### src/rtl/ofc_pkg.sv
package ofc_pkg;

    // Sequencer states: held after reset, measuring, correcting
    typedef enum logic [1:0] {
        ST_HOLD = 2'd0,
        ST_CAL  = 2'd1,
        ST_RUN  = 2'd2
    } cal_state_e;

    localparam int NUM_CH   = 2;
    localparam logic CH_LEFT  = 1'b0;
    localparam logic CH_RIGHT = 1'b1;

    // Tag carried alongside a corrected sample
    typedef struct packed {
        logic valid;
        logic right;
    } out_tag_t;

endpackage

### src/rtl/ofc_accum.sv
module ofc_accum #(
    parameter int DW       = 24,
    parameter int AVG_LOG2 = 10
) (
    input  logic                 clk,
    input  logic                 rst,
    input  logic                 clr,
    input  logic                 add,
    input  logic signed [DW-1:0] sample,
    input  logic                 load,
    output logic                 full,
    output logic signed [DW-1:0] offs
);
    localparam int AW = DW + AVG_LOG2;
    localparam int CW = AVG_LOG2 + 1;

    logic signed [AW-1:0] acc;
    logic signed [AW-1:0] avg;
    logic [CW-1:0]        cnt;

    assign full = cnt[AVG_LOG2];
    assign avg  = acc >>> AVG_LOG2;

    always_ff @(posedge clk) begin
        if (rst || clr) begin
            acc <= '0;
            cnt <= '0;
        end else if (add && !full) begin
            acc <= acc + AW'(sample);
            cnt <= cnt + 1'b1;
        end
    end

    always_ff @(posedge clk) begin
        if (rst) begin
            offs <= '0;
        end else if (load) begin
            offs <= avg[DW-1:0];
        end
    end

    // sample count only grows between clears
    assert_count_monotone_R3: assert property (@(posedge clk) disable iff (rst)
        !clr |=> (cnt >= $past(cnt)));

    // stored offset is replaced only by a load at the end of calibration
    assert_offset_hold_R9: assert property (@(posedge clk) disable iff (rst)
        !load |=> $stable(offs));

endmodule

### src/rtl/ofc_seq.sv
module ofc_seq
    import ofc_pkg::*;
(
    input  logic clk,
    input  logic rst,
    input  logic cal_req,
    input  logic both_full,
    output logic busy,
    output logic run,
    output logic clr,
    output logic load
);
    cal_state_e state, state_nxt;

    always_comb begin
        state_nxt = state;
        case (state)
            ST_HOLD: state_nxt = ST_CAL;
            ST_CAL:  state_nxt = both_full ? ST_RUN : ST_CAL;
            ST_RUN:  state_nxt = cal_req ? ST_CAL : ST_RUN;
            default: state_nxt = ST_HOLD;
        endcase
    end

    always_ff @(posedge clk) begin
        if (rst) state <= ST_HOLD;
        else     state <= state_nxt;
    end

    assign busy = (state == ST_CAL);
    assign run  = (state == ST_RUN);
    assign clr  = (state == ST_HOLD) || (run && cal_req);
    assign load = busy && both_full;

    // calibration begins on the first edge after reset release
    assert_start_after_reset_R2: assert property (@(posedge clk) disable iff (rst)
        $fell(rst) |=> busy);

    // a request while idle restarts calibration on the next edge
    assert_restart_on_req_R9: assert property (@(posedge clk) disable iff (rst)
        (run && cal_req) |=> busy);

    // a request during an unfinished calibration does not end or restart it
    assert_req_ignored_R10: assert property (@(posedge clk) disable iff (rst)
        (busy && cal_req && !both_full) |=> (busy && !clr));

endmodule

### src/rtl/ofc_corr.sv
module ofc_corr
    import ofc_pkg::*;
#(
    parameter int DW = 24
) (
    input  logic                 clk,
    input  logic                 rst,
    input  logic                 go,
    input  logic                 in_valid,
    input  logic                 in_right,
    input  logic signed [DW-1:0] in_data,
    input  logic signed [DW-1:0] offs_l,
    input  logic signed [DW-1:0] offs_r,
    output logic                 out_valid,
    output logic                 out_right,
    output logic signed [DW-1:0] out_data
);
    localparam logic signed [DW-1:0] SMAX = {1'b0, {(DW-1){1'b1}}};
    localparam logic signed [DW-1:0] SMIN = {1'b1, {(DW-1){1'b0}}};

    logic signed [DW-1:0] offs_sel;
    logic signed [DW:0]   diff;
    logic signed [DW-1:0] clamped;
    out_tag_t             tag_q;

    assign offs_sel = (in_right == CH_RIGHT) ? offs_r : offs_l;
    assign diff     = (DW+1)'(in_data) - (DW+1)'(offs_sel);

    always_comb begin
        if (diff[DW] != diff[DW-1]) clamped = diff[DW] ? SMIN : SMAX;
        else                        clamped = diff[DW-1:0];
    end

    always_ff @(posedge clk) begin
        if (rst) begin
            tag_q    <= '0;
            out_data <= '0;
        end else begin
            tag_q.valid <= go && in_valid;
            tag_q.right <= in_right;
            if (go && in_valid) out_data <= clamped;
        end
    end

    assign out_valid = tag_q.valid;
    assign out_right = tag_q.right;

    // each accepted input gives an output strobe on the next edge
    assert_valid_follows_R6: assert property (@(posedge clk) disable iff (rst)
        (go && in_valid) |=> out_valid);

    // nothing leaves the block while correction is not enabled
    assert_quiet_when_idle_R8: assert property (@(posedge clk) disable iff (rst)
        !go |=> !out_valid);

    // full-scale positive input minus a negative left offset clamps to the top
    assert_sat_high_R7: assert property (@(posedge clk) disable iff (rst)
        (go && in_valid && !in_right && in_data == SMAX && offs_l < 0)
        |=> (out_data == SMAX));

endmodule

### src/rtl/ofc_offset_cal.sv
module ofc_offset_cal
    import ofc_pkg::*;
#(
    parameter int DW       = 24,
    parameter int AVG_LOG2 = 10
) (
    input  logic                 clk,
    input  logic                 rst,
    input  logic                 cal_req,
    input  logic                 src_sel,
    input  logic                 in_valid,
    input  logic                 in_right,
    input  logic signed [DW-1:0] in_data,
    input  logic signed [DW-1:0] ref_data,
    output logic                 cal_busy,
    output logic                 out_valid,
    output logic                 out_right,
    output logic signed [DW-1:0] out_data
);
    logic                 busy, run, clr, load, both_full;
    logic signed [DW-1:0] meas;
    logic [NUM_CH-1:0]    full;
    logic signed [DW-1:0] offs [NUM_CH];

    assign meas      = src_sel ? in_data : ref_data;
    assign both_full = &full;
    assign cal_busy  = busy;

    ofc_seq u_seq (
        .clk       (clk),
        .rst       (rst),
        .cal_req   (cal_req),
        .both_full (both_full),
        .busy      (busy),
        .run       (run),
        .clr       (clr),
        .load      (load)
    );

    for (genvar c = 0; c < NUM_CH; c++) begin : g_ch
        ofc_accum #(
            .DW       (DW),
            .AVG_LOG2 (AVG_LOG2)
        ) u_accum (
            .clk    (clk),
            .rst    (rst),
            .clr    (clr),
            .add    (busy && in_valid && (in_right == 1'(c))),
            .sample (meas),
            .load   (load),
            .full   (full[c]),
            .offs   (offs[c])
        );
    end

    ofc_corr #(
        .DW (DW)
    ) u_corr (
        .clk       (clk),
        .rst       (rst),
        .go        (run),
        .in_valid  (in_valid),
        .in_right  (in_right),
        .in_data   (in_data),
        .offs_l    (offs[0]),
        .offs_r    (offs[1]),
        .out_valid (out_valid),
        .out_right (out_right),
        .out_data  (out_data)
    );

    // reset silences the outputs and the status flag
    assert_silent_in_reset_R1: assert property (@(posedge clk)
        rst |=> (!out_valid && !cal_busy));

    // no corrected sample appears while calibration is running
    assert_no_out_during_cal_R8: assert property (@(posedge clk) disable iff (rst)
        cal_busy |=> !out_valid);

endmodule

### config.mk
export PLATFORM = sky130hd
export DESIGN_NAME = ofc_offset_cal
export DESIGN_NICKNAME = d
export VERILOG_FILES = /design/src/rtl/ofc_pkg.sv /design/src/rtl/ofc_accum.sv /design/src/rtl/ofc_seq.sv /design/src/rtl/ofc_corr.sv /design/src/rtl/ofc_offset_cal.sv
export SDC_FILE = /design/constraint.sdc
export NUM_CORES = 1
export LEC_CHECK = 0
export ABC_AREA = 1
export BUFFER_PORTS_ARGS = -buffer_cell sky130_fd_sc_hd__clkbuf_2
export CORE_ASPECT_RATIO = 0.5
export CORE_MARGIN = 3
export CORE_UTILIZATION = 50
export CTS_CLUSTER_SIZE = 25
export DETAILED_ROUTE_END_ITERATION = 8
export PLACE_DENSITY = 0.68
export RECOVER_POWER = 25
export SYNTH_ARGS = -nofsm -noshare
export SYNTH_HDL_FRONTEND = slang
export SYNTH_SLANG_ARGS = --single-unit
### constraint.sdc
create_clock -name clk -period 7.6 [get_ports clk]
set_input_delay 0 -clock clk [delete_from_list [all_inputs] [get_ports clk]]
set_output_delay 0 -clock clk [all_outputs]
set_load 0.02 [all_outputs]
==> flow_summary.json <==
{
  "p_per_area_nw_per_um2": 167,
  "drt-initial-drc-count": 995,
  "hold_class": "in2reg",
  "r2r_slack_ns": 4.35,
  "pin_count": 81,
  "peakVddDrop_uv": 172,
  "setup.worst_path.class": "in2reg",
  "clockRootBuffer": "clkbuf_16",
  "grt_pass1_vias": 11365,
  "fill_cells": 2467,
  "p_sw_share_pct": 29.6,
  "p_int_mw": 1.61,
  "io_buffers": 80,
  "synth_edf_count": 0,
  "slew_headroom_pct": -74.3,
  "ant_nets": 0,
  "worst_slew_pin_slew_ns": 2.61,
  "vias_per_cell": 5.27,
  "cp_data_required_time_ns": 7.92,
  "synth-main-ff-cell": "dfxtp_1",
  "initial_utilization_pct": 51.3,
  "critPathCapture": "u_corr.out_data[1]$_SDFFE_PP0P_",
  "max_freq_mhz": 295,
  "skew_ns": 0.0101,
  "core_sq_um": 24200,
  "layoutNonFillerInstCount": 2344,
  "num_vias": 12355,
  "h-tree-depth": 4,
  "antenna_found_initial": 0,
  "p_seq_share_pct": 38.6,
  "syn_to_final_growth_pct": 10.4,
  "p_sw_uw": 680,
  "overflow": 0,
  "rsz0062_at_grt": "false",
  "grt_pass1_wl_mm": 58.3,
  "post_drt_wl_per_cell_um": 15.5,
  "ys_types": 38,
  "wirelength_mm": 36.4,
  "antenna_cells": 0,
  "die_w_um": 229,
  "rows": 40,
  "design_area_sq_um": 13700,
  "syn_nets": 2087,
  "p_leak_nw": 6.80,
  "async_flop_share_pct": 0,
  "ys_ff_latch": 166,
  "dpl.cell_count": 2309,
  "die_h_um": 117,
  "mostFrequentLayoutCell": "nand2_1",
  "dp_hpwl_mm": 28.4,
  "ctsResizeCount": 0,
  "pwr-share-clk_pct": 43.8,
  "final.min_clock_period_ns": 3.39,
  "clkTransAtPathRegs_ns": 0.07,
  "tns_ns": 0,
  "dpl-instance-area_sq_um": 13100,
  "post-route-util_pct": 56.7,
  "cts_buffers": 17,
  "grt_usage_pct": 27.2,
  "clockBufferDepth": 2,
  "gp_congestion": 0.972,
  "critPathCaptureType": "flop",
  "r2r_end": "g_ch[1].u_accum.acc[8]$_SDFFE_PP0P_",
  "ys_seq_area_share_pct": 26.8,
  "syn-instance-count": 1938,
  "setup_viol": 0,
  "hold_viol_final": 0,
  "syn-mean-instance-area_sq_um": 6.40,
  "power_mw": 2.29,
  "seqCellArea_sq_um": 3320,
  "fin_crit_sh_pct": 44.6,
  "min_from": "in_valid",
  "die-area_sq_um": 26900,
  "r2r_start": "u_seq.state[1]$_SDFF_PP0_",
  "cp_max_fo": 26,
  "finalMaxSlewViolations": 140,
  "pwr-share-comb_pct": 17.6,
  "setup.worst_path.start": "in_right",
  "multi_input_area_sq_um": 7750,
  "grt_start_max_net_pins": 91,
  "drv_cap": 3,
  "mostFrequentLayoutCells": "436 x nand2_1, 287 x inv_1, 214 x nor2_1, 209 x a21oi_1, 166 x dfxtp_1",
  "layout-drive-gt1-share_pct": 6.87,
  "firstDrtPassIters": 5,
  "worstSkewPairLatency_ns": 0.46,
  "cp-start-kind": "input port",
  "yosysWarnings": 0,
  "fin_nets": 2144,
  "reg2reg_depth": 9,
  "outcome": "complete, but fails checks",
  "clock-sinks": 166,
  "tritoncts": "done",
  "synth_area_sq_um": 12400,
  "violations": "max-capacitance violations, max-slew violations",
  "cp.arrival_ns": 3.71,
  "drc": 0
}
## layout make-up
type                            instances  area share [%]
Multi-Input combinational cell       1429            56.6
Sequential cell                       166            24.2
Inverter                              290            7.94
Timing Repair Buffer                   91            3.27
Clock buffer                           18            3.20
Tap cell                              336            3.07
Clock inverter                         14            1.72
## power by group through the flow
stage	Clock, mW	Sequential [mW]	Combinational (mW)
finish	1.01	0.885	0.403
global route	1.06	0.886	0.452
CTS	1.02	0.885	0.396
detailed placement	0	0.905	0.393
global placement	0	0.905	0.393
floorplan	0	0.903	0.288
## metal layers
metal,global-route usage (%),share of wire (%),vias up
li1,-,-,6421
met1,40.1,50,5524
met2,39.1,39,367
met3,6.84,9.0,43
met4,7.86,1.9,0
met5,0,0,-
## logic make-up (layout without fill, tap and decap cells)
logic type               count (synthesis)  count (layout)  synth area share (%)
AND/OR/NAND/NOR                        817             817                  27.0
AO/OA/AOI/OAI                          425             425                  18.6
buffers and inverters                  343             413                  10.7
flip-flops                             166             166                  26.8
adder cells (fa/ha/maj)                 95              95                  9.76
XOR/XNOR                                47              47                  3.32
multiplexers                            45              45                  3.85
## state kept, by name (all words and copies together), names as in the netlist
signal,count
g_ch.u_accum.acc,68
g_ch.u_accum.offs,48
u_corr.out_data,24
g_ch.u_accum.cnt,22
u_seq.state,2
u_corr.out_right,1
u_corr.out_valid,1
## synthesized netlist by cell type (3+ instances only)
cell type,number,area [sq um]
a21o_1,13,97.6
a21oi_1,209,1050
a21oi_2,11,96.3
a31oi_1,5,31.3
buf_1,9,33.8
buf_2,13,65.1
buf_6,4,45.0
clkbuf_1,27,101
dfxtp_1,166,3320
fa_1,3,60.1
ha_1,92,1150
inv_1,288,1080
mux2_2,22,248
mux2i_1,23,230
nand2_1,436,1640
nand2_2,8,50.1
nand3_1,99,495
nand4_1,20,125
nor2_1,213,800
nor3_1,24,120
nor3_2,3,30.0
nor4_1,6,37.5
o211ai_1,6,45.0
o21a_1,3,22.5
o21ai_0,148,741
o21ai_1,7,35.0
o21bai_1,17,128
or2_0,3,18.8
xnor2_1,9,78.8
xor2_1,38,333
## critical path, stage by stage
cell	delay [ns]
clkbuf_1	1.25
mux2i_1	0.38
fa_1	0.56
nand3_1	0.11
nand2_2	0.09
nand2_2	0.07
nand2_2	0.09
nand2_1	0.12
nand3_1	0.11
nand2_1	0.09
nand2_2	0.07
a21oi_4	0.61
a21oi_1	0.13
## stage by stage
step	hold WS [ns]	setup WS, ns
after global routing	0.0424	3.84
final	0.0327	4.21
after floorplan	0.0691	5.06
after detailed placement	0.267	4.35
after CTS	0.00812	4.71
after global placement	0.260	4.45
## worst min path at each step
stage	endpoint	slack (ns)	cells after the start
global route	u_corr.out_valid$_SDFF_PP0_	0.04	3
CTS	u_corr.out_valid$_SDFF_PP0_	0.008	3
floorplan	u_seq.state[1]$_SDFF_PP0_	0.07	1
global placement	u_seq.state[1]$_SDFF_PP0_	0.26	2
detailed placement	u_seq.state[1]$_SDFF_PP0_	0.27	2
finish	u_corr.out_valid$_SDFF_PP0_	0.03	3
## what timing repair did
| item | in CTS | in global routing |
|---|---|---|
| hold buffers | 3 | 0 |
| endpoints found under the hold margin | 4 | 0 |
| endpoints found under the setup margin | 0 | 0 |
| buffers inserted | 0 | 0 |
Power figures use the tool's default switching activity.
